--- src/rtl/aura_red_pkg.sv ---
package aura_red_pkg;

  typedef enum logic [2:0] {
    FLD_POOL   = 3'd0,
    FLD_COUNT  = 3'd1,
    FLD_LIMIT  = 3'd2,
    FLD_THRESH = 3'd3,
    FLD_LEVELS = 3'd4,
    FLD_INTR   = 3'd5
  } field_e;

  typedef enum logic [1:0] {
    ZONE_PASS   = 2'd0,
    ZONE_RANDOM = 2'd1,
    ZONE_HARD   = 2'd2
  } zone_e;

  localparam int LVL_EN_BIT = 38;
  localparam int SHIFT_LSB  = 32;
  localparam int SHIFT_W    = 6;
  localparam int DROP_LSB   = 16;
  localparam int PASS_LSB   = 8;
  localparam int LVL_W      = 8;

  typedef struct packed {
    logic               en;
    logic [SHIFT_W-1:0] shift;
    logic [LVL_W-1:0]   dropLvl;
    logic [LVL_W-1:0]   passLvl;
  } levels_t;

  // strobes from control to datapath
  typedef struct packed {
    logic cntInc;
    logic cntDec;
    logic wrPool;
    logic wrCount;
    logic wrLimit;
    logic wrThresh;
    logic wrLevels;
    logic clrIntr;
  } strobe_t;

endpackage

--- src/rtl/aura_dp.sv ---
module aura_dp
  import aura_red_pkg::*;
#(
  parameter int NUM_AURAS = 4,
  parameter int CNT_W     = 36,
  parameter int POOL_W    = 6,
  localparam int IDX_W    = (NUM_AURAS > 1) ? $clog2(NUM_AURAS) : 1
) (
  input  logic                 clk,
  input  logic                 rstN,
  input  strobe_t              strb,
  input  logic [IDX_W-1:0]     evAura,
  input  logic [IDX_W-1:0]     regAura,
  input  field_e               regField,
  input  logic [63:0]          regWrData,
  output logic [63:0]          regRdData,
  output logic [CNT_W-1:0]     evCount,
  output logic [CNT_W-1:0]     evLimit,
  output levels_t              evLevels,
  output logic [POOL_W-1:0]    evPool,
  output logic [NUM_AURAS-1:0] intrVec
);

  localparam logic [CNT_W-1:0] CNT_RST = CNT_W'(64'h1_0000_0000);
  localparam logic [CNT_W-1:0] LIM_RST = CNT_W'(64'hF_FFFF_FFFF);
  localparam logic [CNT_W-1:0] THR_RST = CNT_W'(64'hF_FFFF_FFFE);
  localparam logic [CNT_W-1:0] ONE     = CNT_W'(1);

  logic [CNT_W-1:0]  cntQ  [NUM_AURAS];
  logic [CNT_W-1:0]  limQ  [NUM_AURAS];
  logic [CNT_W-1:0]  thrQ  [NUM_AURAS];
  logic [POOL_W-1:0] poolQ [NUM_AURAS];
  levels_t           lvlQ  [NUM_AURAS];
  logic [NUM_AURAS-1:0] intrQ;

  logic [NUM_AURAS-1:0] hitWr, hitEv, setIntr, clrIntr;
  logic [CNT_W-1:0] incCnt, decCnt;
  levels_t wrLevels;
  logic unusedWrBits;

  assign unusedWrBits = ^regWrData;

  assign evCount  = cntQ[evAura];
  assign evLimit  = limQ[evAura];
  assign evLevels = lvlQ[evAura];
  assign evPool   = poolQ[evAura];
  assign intrVec  = intrQ;

  assign incCnt = evCount + ONE;
  assign decCnt = (evCount == '0) ? '0 : evCount - ONE;

  assign wrLevels.en      = regWrData[LVL_EN_BIT];
  assign wrLevels.shift   = regWrData[SHIFT_LSB +: SHIFT_W];
  assign wrLevels.dropLvl = regWrData[DROP_LSB +: LVL_W];
  assign wrLevels.passLvl = regWrData[PASS_LSB +: LVL_W];

  always_comb begin
    for (int a = 0; a < NUM_AURAS; a++) begin
      hitWr[a]   = (regAura == IDX_W'(a));
      hitEv[a]   = (evAura == IDX_W'(a));
      setIntr[a] = hitEv[a] && strb.cntInc && !(hitWr[a] && strb.wrCount) &&
                   (evCount < thrQ[a]) && (incCnt >= thrQ[a]);
      clrIntr[a] = hitWr[a] && strb.clrIntr && regWrData[0];
    end
  end

  always_ff @(posedge clk or negedge rstN) begin
    if (!rstN) begin
      for (int a = 0; a < NUM_AURAS; a++) begin
        cntQ[a]  <= CNT_RST;
        limQ[a]  <= LIM_RST;
        thrQ[a]  <= THR_RST;
        poolQ[a] <= '0;
        lvlQ[a]  <= '0;
      end
      intrQ <= '0;
    end else begin
      for (int a = 0; a < NUM_AURAS; a++) begin
        if (hitWr[a] && strb.wrCount)       cntQ[a] <= regWrData[CNT_W-1:0];
        else if (hitEv[a] && strb.cntInc)   cntQ[a] <= incCnt;
        else if (hitEv[a] && strb.cntDec)   cntQ[a] <= decCnt;
        if (hitWr[a] && strb.wrLimit)  limQ[a]  <= regWrData[CNT_W-1:0];
        if (hitWr[a] && strb.wrThresh) thrQ[a]  <= regWrData[CNT_W-1:0];
        if (hitWr[a] && strb.wrPool)   poolQ[a] <= regWrData[POOL_W-1:0];
        if (hitWr[a] && strb.wrLevels) lvlQ[a]  <= wrLevels;
        intrQ[a] <= setIntr[a] | (intrQ[a] & ~clrIntr[a]);
      end
    end
  end

  always_comb begin
    regRdData = '0;
    case (regField)
      FLD_POOL:   regRdData[POOL_W-1:0] = poolQ[regAura];
      FLD_COUNT:  regRdData[CNT_W-1:0]  = cntQ[regAura];
      FLD_LIMIT:  regRdData[CNT_W-1:0]  = limQ[regAura];
      FLD_THRESH: regRdData[CNT_W-1:0]  = thrQ[regAura];
      FLD_LEVELS: begin
        regRdData[LVL_EN_BIT]            = lvlQ[regAura].en;
        regRdData[SHIFT_LSB +: SHIFT_W]  = lvlQ[regAura].shift;
        regRdData[DROP_LSB +: LVL_W]     = lvlQ[regAura].dropLvl;
        regRdData[PASS_LSB +: LVL_W]     = lvlQ[regAura].passLvl;
      end
      FLD_INTR:   regRdData[0] = intrQ[regAura];
      default:    regRdData = '0;
    endcase
  end

  for (genvar a = 0; a < NUM_AURAS; a++) begin : g_chk
    // without a count write, the count moves by at most one per cycle
    p_count_step_r4: assert property (@(posedge clk) disable iff (!rstN)
      !$past(hitWr[a] && strb.wrCount) |->
        (cntQ[a] == $past(cntQ[a]) || cntQ[a] == $past(cntQ[a]) + ONE ||
         cntQ[a] == $past(cntQ[a]) - ONE));
    // a rise in the count only happens from below the limit
    p_inc_below_limit_r4: assert property (@(posedge clk) disable iff (!rstN)
      (!$past(hitWr[a] && strb.wrCount) && cntQ[a] == $past(cntQ[a]) + ONE) |->
        $past(cntQ[a]) < $past(limQ[a]));
    // a free at zero leaves zero
    p_no_wrap_r5: assert property (@(posedge clk) disable iff (!rstN)
      $past(cntQ[a] == '0 && hitEv[a] && strb.cntDec && !(hitWr[a] && strb.wrCount)) |->
        cntQ[a] == '0);
    // flag holds unless cleared
    p_intr_sticky_r10: assert property (@(posedge clk) disable iff (!rstN)
      ($past(intrQ[a]) && !$past(clrIntr[a])) |-> intrQ[a]);
  end

endmodule

--- src/rtl/aura_ctl.sv ---
module aura_ctl
  import aura_red_pkg::*;
#(
  parameter int CNT_W  = 36,
  parameter int POOL_W = 6
) (
  input  logic              clk,
  input  logic              rstN,
  input  logic              regWrEn,
  input  field_e            regField,
  input  logic              evValid,
  input  logic              evIsFree,
  input  logic [CNT_W-1:0]  evCount,
  input  logic [CNT_W-1:0]  evLimit,
  input  levels_t           evLevels,
  input  logic [POOL_W-1:0] evPool,
  output strobe_t           strb,
  output logic              respValid,
  output logic              respGrant,
  output logic [POOL_W-1:0] respPool,
  output zone_e             respZone,
  output logic              respDrop
);

  localparam logic [7:0] LFSR_SEED = 8'h01;

  logic [7:0]       lfsrQ;
  logic             lfsrFb;
  logic [CNT_W-1:0] scaledFull;
  logic             overRange;
  logic [7:0]       scaled, diff, span;
  logic [15:0]      weighted;
  logic             randHit, allocOk, grant, dropNow;
  zone_e            zone;

  assign lfsrFb     = lfsrQ[7] ^ lfsrQ[5] ^ lfsrQ[4] ^ lfsrQ[3];
  assign scaledFull = evCount >> evLevels.shift;
  assign overRange  = |scaledFull[CNT_W-1:8];
  assign scaled     = scaledFull[7:0];
  assign diff       = scaled - evLevels.passLvl;
  assign span       = evLevels.dropLvl - evLevels.passLvl;
  assign weighted   = {8'h00, lfsrQ} * {8'h00, span};
  assign randHit    = weighted < {diff, 8'h00};

  always_comb begin
    if (!evLevels.en)                                     zone = ZONE_PASS;
    else if (!overRange && scaled <= evLevels.passLvl)    zone = ZONE_PASS;
    else if (overRange || scaled > evLevels.dropLvl)      zone = ZONE_HARD;
    else                                                  zone = ZONE_RANDOM;
  end

  always_comb begin
    case (zone)
      ZONE_HARD:   dropNow = 1'b1;
      ZONE_RANDOM: dropNow = randHit;
      default:     dropNow = 1'b0;
    endcase
  end

  assign allocOk = evCount < evLimit;
  assign grant   = evIsFree | allocOk;

  always_comb begin
    strb          = '0;
    strb.cntInc   = evValid && !evIsFree && allocOk;
    strb.cntDec   = evValid && evIsFree;
    strb.wrPool   = regWrEn && (regField == FLD_POOL);
    strb.wrCount  = regWrEn && (regField == FLD_COUNT);
    strb.wrLimit  = regWrEn && (regField == FLD_LIMIT);
    strb.wrThresh = regWrEn && (regField == FLD_THRESH);
    strb.wrLevels = regWrEn && (regField == FLD_LEVELS);
    strb.clrIntr  = regWrEn && (regField == FLD_INTR);
  end

  always_ff @(posedge clk or negedge rstN) begin
    if (!rstN) begin
      lfsrQ     <= LFSR_SEED;
      respValid <= 1'b0;
      respGrant <= 1'b0;
      respPool  <= '0;
      respZone  <= ZONE_PASS;
      respDrop  <= 1'b0;
    end else begin
      respValid <= evValid;
      if (evValid) begin
        lfsrQ     <= {lfsrQ[6:0], lfsrFb};
        respGrant <= grant;
        respPool  <= evPool;
        respZone  <= zone;
        respDrop  <= dropNow;
      end
    end
  end

  // the LFSR never locks up at zero
  p_lfsr_live_r9: assert property (@(posedge clk) disable iff (!rstN) lfsrQ != 8'h00);
  // a response strobe follows an accepted event
  p_resp_follows_r6: assert property (@(posedge clk) disable iff (!rstN)
    respValid |-> $past(evValid));
  // pass zone never drops, hard zone always drops
  p_pass_keeps_r8: assert property (@(posedge clk) disable iff (!rstN)
    (respValid && respZone == ZONE_PASS) |-> !respDrop);
  p_hard_drops_r8: assert property (@(posedge clk) disable iff (!rstN)
    (respValid && respZone == ZONE_HARD) |-> respDrop);
  // a free is always granted
  p_free_granted_r5: assert property (@(posedge clk) disable iff (!rstN)
    $past(evValid && evIsFree) |-> respGrant);

endmodule

--- src/rtl/aura_red_counter.sv ---
module aura_red_counter
  import aura_red_pkg::*;
#(
  parameter int NUM_AURAS = 4,
  parameter int CNT_W     = 36,
  parameter int POOL_W    = 6,
  localparam int IDX_W    = (NUM_AURAS > 1) ? $clog2(NUM_AURAS) : 1
) (
  input  logic                 clk,
  input  logic                 rstN,
  input  logic [IDX_W-1:0]     regAura,
  input  logic [2:0]           regField,
  input  logic                 regWrEn,
  input  logic [63:0]          regWrData,
  output logic [63:0]          regRdData,
  input  logic                 evValid,
  input  logic                 evIsFree,
  input  logic [IDX_W-1:0]     evAura,
  output logic                 respValid,
  output logic                 respGrant,
  output logic [POOL_W-1:0]    respPool,
  output logic [1:0]           respZone,
  output logic                 respDrop,
  output logic [NUM_AURAS-1:0] intrVec
);

  strobe_t           strb;
  field_e            fieldSel;
  logic [CNT_W-1:0]  evCount, evLimit;
  levels_t           evLevels;
  logic [POOL_W-1:0] evPool;
  zone_e             zoneQ;

  assign fieldSel = field_e'(regField);
  assign respZone = zoneQ;

  aura_ctl #(.CNT_W(CNT_W), .POOL_W(POOL_W)) i_ctl (
    .clk(clk), .rstN(rstN), .regWrEn(regWrEn), .regField(fieldSel),
    .evValid(evValid), .evIsFree(evIsFree), .evCount(evCount), .evLimit(evLimit),
    .evLevels(evLevels), .evPool(evPool), .strb(strb), .respValid(respValid),
    .respGrant(respGrant), .respPool(respPool), .respZone(zoneQ), .respDrop(respDrop)
  );

  aura_dp #(.NUM_AURAS(NUM_AURAS), .CNT_W(CNT_W), .POOL_W(POOL_W)) i_dp (
    .clk(clk), .rstN(rstN), .strb(strb), .evAura(evAura), .regAura(regAura),
    .regField(fieldSel), .regWrData(regWrData), .regRdData(regRdData),
    .evCount(evCount), .evLimit(evLimit), .evLevels(evLevels), .evPool(evPool),
    .intrVec(intrVec)
  );

endmodule

--- config.mk ---
export PLATFORM = sky130hd
export DESIGN_NAME = aura_red_counter
export DESIGN_NICKNAME = d
export VERILOG_FILES = /design/src/rtl/aura_red_pkg.sv /design/src/rtl/aura_dp.sv /design/src/rtl/aura_ctl.sv /design/src/rtl/aura_red_counter.sv
export SDC_FILE = /design/constraint.sdc
export NUM_CORES = 2
export LEC_CHECK = 0
export CORE_MARGIN = 2
export CORE_UTILIZATION = 30
export CTS_BUF_LIST = sky130_fd_sc_hd__clkbuf_2
export CTS_CLUSTER_SIZE = 14
export DETAILED_ROUTE_END_ITERATION = 10
export PLACE_DENSITY_LB_ADDON = 0.1
export RECOVER_POWER = 50
export SYNTH_ARGS = -nofsm -noshare
export SYNTH_HDL_FRONTEND = slang
export SYNTH_SLANG_ARGS = --single-unit
export TNS_END_PERCENT = 10
--- constraint.sdc ---
create_clock -name clk -period 8.9 [get_ports clk]
set_clock_uncertainty 0.2 [all_clocks]
set_input_delay 1.335 -clock clk [delete_from_list [all_inputs] [get_ports clk]]
set_output_delay 1.335 -clock clk [all_outputs]
set_load 0.005 [all_outputs]
==> flow_metrics.env <==
export IMPL_vias=37360
export IMPL_grt_pass1_wl_um=281000
export IMPL_avgViaCountPerCell=5.564
export IMPL_place_ws_ns=0.1072
export IMPL_root_buffer="clkbuf_2"
export IMPL_violations="capacitance limit, slew limit"
export IMPL_n_fill_cell=15460
export IMPL_io_buffer_count=104
export IMPL_die_w_um=392.1
export IMPL_clockPowerShare_pct=11.8
export IMPL_core_region_area_mm2=0.1498
export IMPL_arrival_ns=6.59
export IMPL_synth_seq_area_share_pct=32.42
export IMPL_crit_type="in -> out"
export IMPL_postCtsSetupRepairBufs=0
export IMPL_ys_warn_count=0
export IMPL_antenna_found_initial=7
export IMPL_powerDensity_mw_per_mm2=362.3
export IMPL_row_count=142
export IMPL_multi_input_area_mm2=0.02813
export IMPL_p_switching_uw=8785
export IMPL_hp_class="in -> reg"
export IMPL_timing_setup_tns_ns=0
export IMPL_ys_ff_latch=571
export IMPL_reg2reg_depth=30
export IMPL_worstHoldStart="regWrData[37]"
export IMPL_fin_crit_ns=8.121
export IMPL_worstReg2RegEnd="i_ctl.respDrop$_DFFE_PN0P_"
export IMPL_switching_share_pct=48.17
export IMPL_fp_dieH_um=392.1
export IMPL_synth_top_area_share_pct=16.80
export IMPL_status="complete, but fails checks"
export IMPL_drc=0
export IMPL_tightest_slew_ns=3.868
export IMPL_boundaryPins=155
export IMPL_regArea_mm2=0.01465
export IMPL_post_route_util_pct=33.61
export IMPL_min_to="i_dp.lvlQ[44]$_DFFE_PN0P_"
export IMPL_clk_pin_slew_ns=0.10
export IMPL_drt_initial_drc_count=3067
export IMPL_grtUsageTotal_pct=25.40
export IMPL_hold_buffers=6
export IMPL_cpPeakStageDelay_ns=2.66
export IMPL_synth_top_area_cell="dfstp_2"
export IMPL_numCtsBuffers=170
export IMPL_drt_total_wl_um=194900
export IMPL_cts_buffer_depth=3
export IMPL_fin_crit_sh_pct=91.25
export IMPL_cts_tree="built"
export IMPL_cp_end_kind="primary output"
export IMPL_firstDrtPassIters=6
export IMPL_hold_viol=0
export IMPL_r2r_start="i_dp.lvlQ[9]$_DFFE_PN0P_"
export IMPL_route_detailed_wl_per_inst_um=29.02
export IMPL_finalSetupViolCount=0
export IMPL_synth_edff_count=0
export IMPL_dp_hpwl_um=139000
export IMPL_leakagePower_uw=0.02160
export IMPL_syn_area_per_cell_um2=10.18
export IMPL_slew_violations=690
export IMPL_pwr_share_comb_pct=66.0
export IMPL_syn_inst=4441
export IMPL_setup_ws_ns=0.7791
export IMPL_fmax_mhz=123.1
export IMPL_die_area_mm2=0.1538
export IMPL_startpoint_type="input port"
export IMPL_grt_start_max_net_pins=125
export IMPL_layout_drive_gt1_share_pct=28.88
export IMPL_synth_area_mm2=0.04519
export IMPL_ir_worst_vdd_v=0.0007453
export IMPL_cp_slowest_cell="clkbuf_1"
export IMPL_worstHoldPathCells=2
export IMPL_clkSinkCount=571
export IMPL_start_util_pct=30.17
export IMPL_finalNetCount=5064
export IMPL_rsz0062_at_grt="no"
export IMPL_pwr_share_seq_pct=22.2
export IMPL_worstSkewPairLatency_ns=1.68
export IMPL_async_flop_share_pct=100.0
export IMPL_syn_to_final_growth_pct=11.40
export IMPL_grt_pass1_vias=37660
export IMPL_htreeDepth=4
export IMPL_drv_cap=13
export IMPL_synthTopCellsByCount="391 x ha_1, 375 x nand2_1, 353 x mux2_2"
export IMPL_slew_headroom_pct=-157.9
export IMPL_synthDistinctLibCells=81
export IMPL_ys_top_cells_by_area="dfstp_2 17%, dfrtp_1 16%, mux4_2 12%"
export IMPL_overflow=0
export IMPL_critPathMaxFanout=44
export IMPL_r2r_slack_ns=1.41
export IMPL_yosysMostFrequentCell="ha_1"
export IMPL_finalWeightedCongestion=0.9084
export IMPL_synth_ff_type="dfstp_2"
export IMPL_intPower_uw=9453
export IMPL_worstPathCellList="clkbuf_1, mux4_2, nand2_1, a21oi_1, a31oi_1, o21ai_0, clkdlybuf4s50_1"
export IMPL_cp_required_ns=7.36
export IMPL_cts_resized_gates=0
export IMPL_hold_ws_ns=0.2281
export IMPL_ant_nets=0
-- layer usage --
layer	global-route usage, %	share of wire (%)	vias up
met3	4.097	6.0	325
li1	-	-	16640
met2	39.69	45	1313
met4	10.30	4.1	4
met5	0	0.014	-
met1	34.87	45	19080
-- how the worst max path moves through the flow --
stage / from / to / cells after the start
after floorplan: evAura[0] / i_ctl.respDrop$_DFFE_PN0P_ / 37
after global placement: evAura[0] / i_ctl.respDrop$_DFFE_PN0P_ / 32
after detailed placement: evAura[0] / i_ctl.respDrop$_DFFE_PN0P_ / 32
after CTS: i_dp.lvlQ[1]$_DFFE_PN0P_ / i_ctl.respDrop$_DFFE_PN0P_ / 31
after global routing: regAura[0] / regRdData[6] / 7
final: regAura[1] / regRdData[0] / 7
-- layout by cell type (no fill, tap or decap), drive strengths merged, types with 7 or more instances in the layout --
| master | count |
|---|---|
| a22oi | 16 |
| nand4 | 72 |
| mux2 | 353 |
| nand2 | 375 |
| nor2 | 249 |
| clkbuf | 268 |
| a21o | 112 |
| a311oi | 69 |
| o21a | 23 |
| ha | 391 |
| nand2b | 26 |
| clkdlybuf4s50 | 95 |
| o211ai | 55 |
| buf | 152 |
| nor4 | 20 |
| dfrtp | 282 |
| nand3 | 80 |
| nor3 | 49 |
| inv | 314 |
| xor2 | 28 |
| a22o | 22 |
| a31oi | 25 |
| dfstp | 289 |
| nor2b | 46 |
| a211oi | 38 |
| conb | 25 |
| nor3b | 9 |
| o21ai | 364 |
| a221o | 37 |
| mux4 | 249 |
| o31ai | 7 |
| mux2i | 74 |
| fa | 37 |
| xnor2 | 53 |
| a21oi | 148 |
| or2 | 7 |
| and3 | 31 |
| and2 | 58 |
| clkinv | 47 |
-- power by group through the flow --
stage               Sequential [uW]  Combinational, uW  Clock [uW]
finish                         4040              12000        2160
global placement               4070              12100           0
detailed placement             4080              12000           0
floorplan                      3860               8530           0
global route                   4150              13700        2380
CTS                            4040              12100        2260
-- cell families after synthesis --
| family | share of synthesized area (%) |
|---|---|
| buffers and inverters | 5.812 |
| xor gates and xnor gates | 1.570 |
| muxes | 22.84 |
| adders and majority gates | 12.46 |
| and+or+nand+nor | 10.82 |
| other | 0.008298 |
| AOI/OAI and AO/OA | 14.06 |
| DFF | 32.42 |
-- area by class of cell --
cell class,instances,share of cell area [%]
diodes,3,0.01491
clock buffers,254,2.525
flip-flops and latches,571,29.10
repair buffers,267,4.561
multi-input cells,3238,55.88
clock inverters,54,0.5865
well taps,2016,5.010
inverters,312,2.326
-- critical path, delay by kind of cell --
| family | cells | cell delay [ns] |
|---|---|---|
| simple gates | 1 | 0.11 |
| compound gates | 3 | 1.02 |
| mux | 1 | 0.69 |
| buf+inv | 2 | 3.32 |
-- metrics by stage --
stage          std cells  power [uW]  instance area [um2]
4_1_cts             6712       18420                50440
6_report            6715       18240                50340
3_3_place_gp        6398       16130                48800
5_1_grt             6713       20250                50340
2_1_floorplan       4465       12390                45350
3_5_place_dp        6398       16070                48800
-- sequential cells by signal, summed over array words and instances (netlist names) --
| name | cells |
|---|---|
| i_ctl.lfsrQ | 8 |
| i_ctl.respDrop | 1 |
| i_ctl.respGrant | 1 |
| i_ctl.respPool | 6 |
| i_ctl.respValid | 1 |
| i_ctl.respZone | 2 |
| i_dp.cntQ | 144 |
| i_dp.intrVec | 4 |
| i_dp.limQ | 144 |
| i_dp.lvlQ | 92 |
| i_dp.poolQ | 24 |
| i_dp.thrQ | 144 |
(Power assumes the default switching activity.)
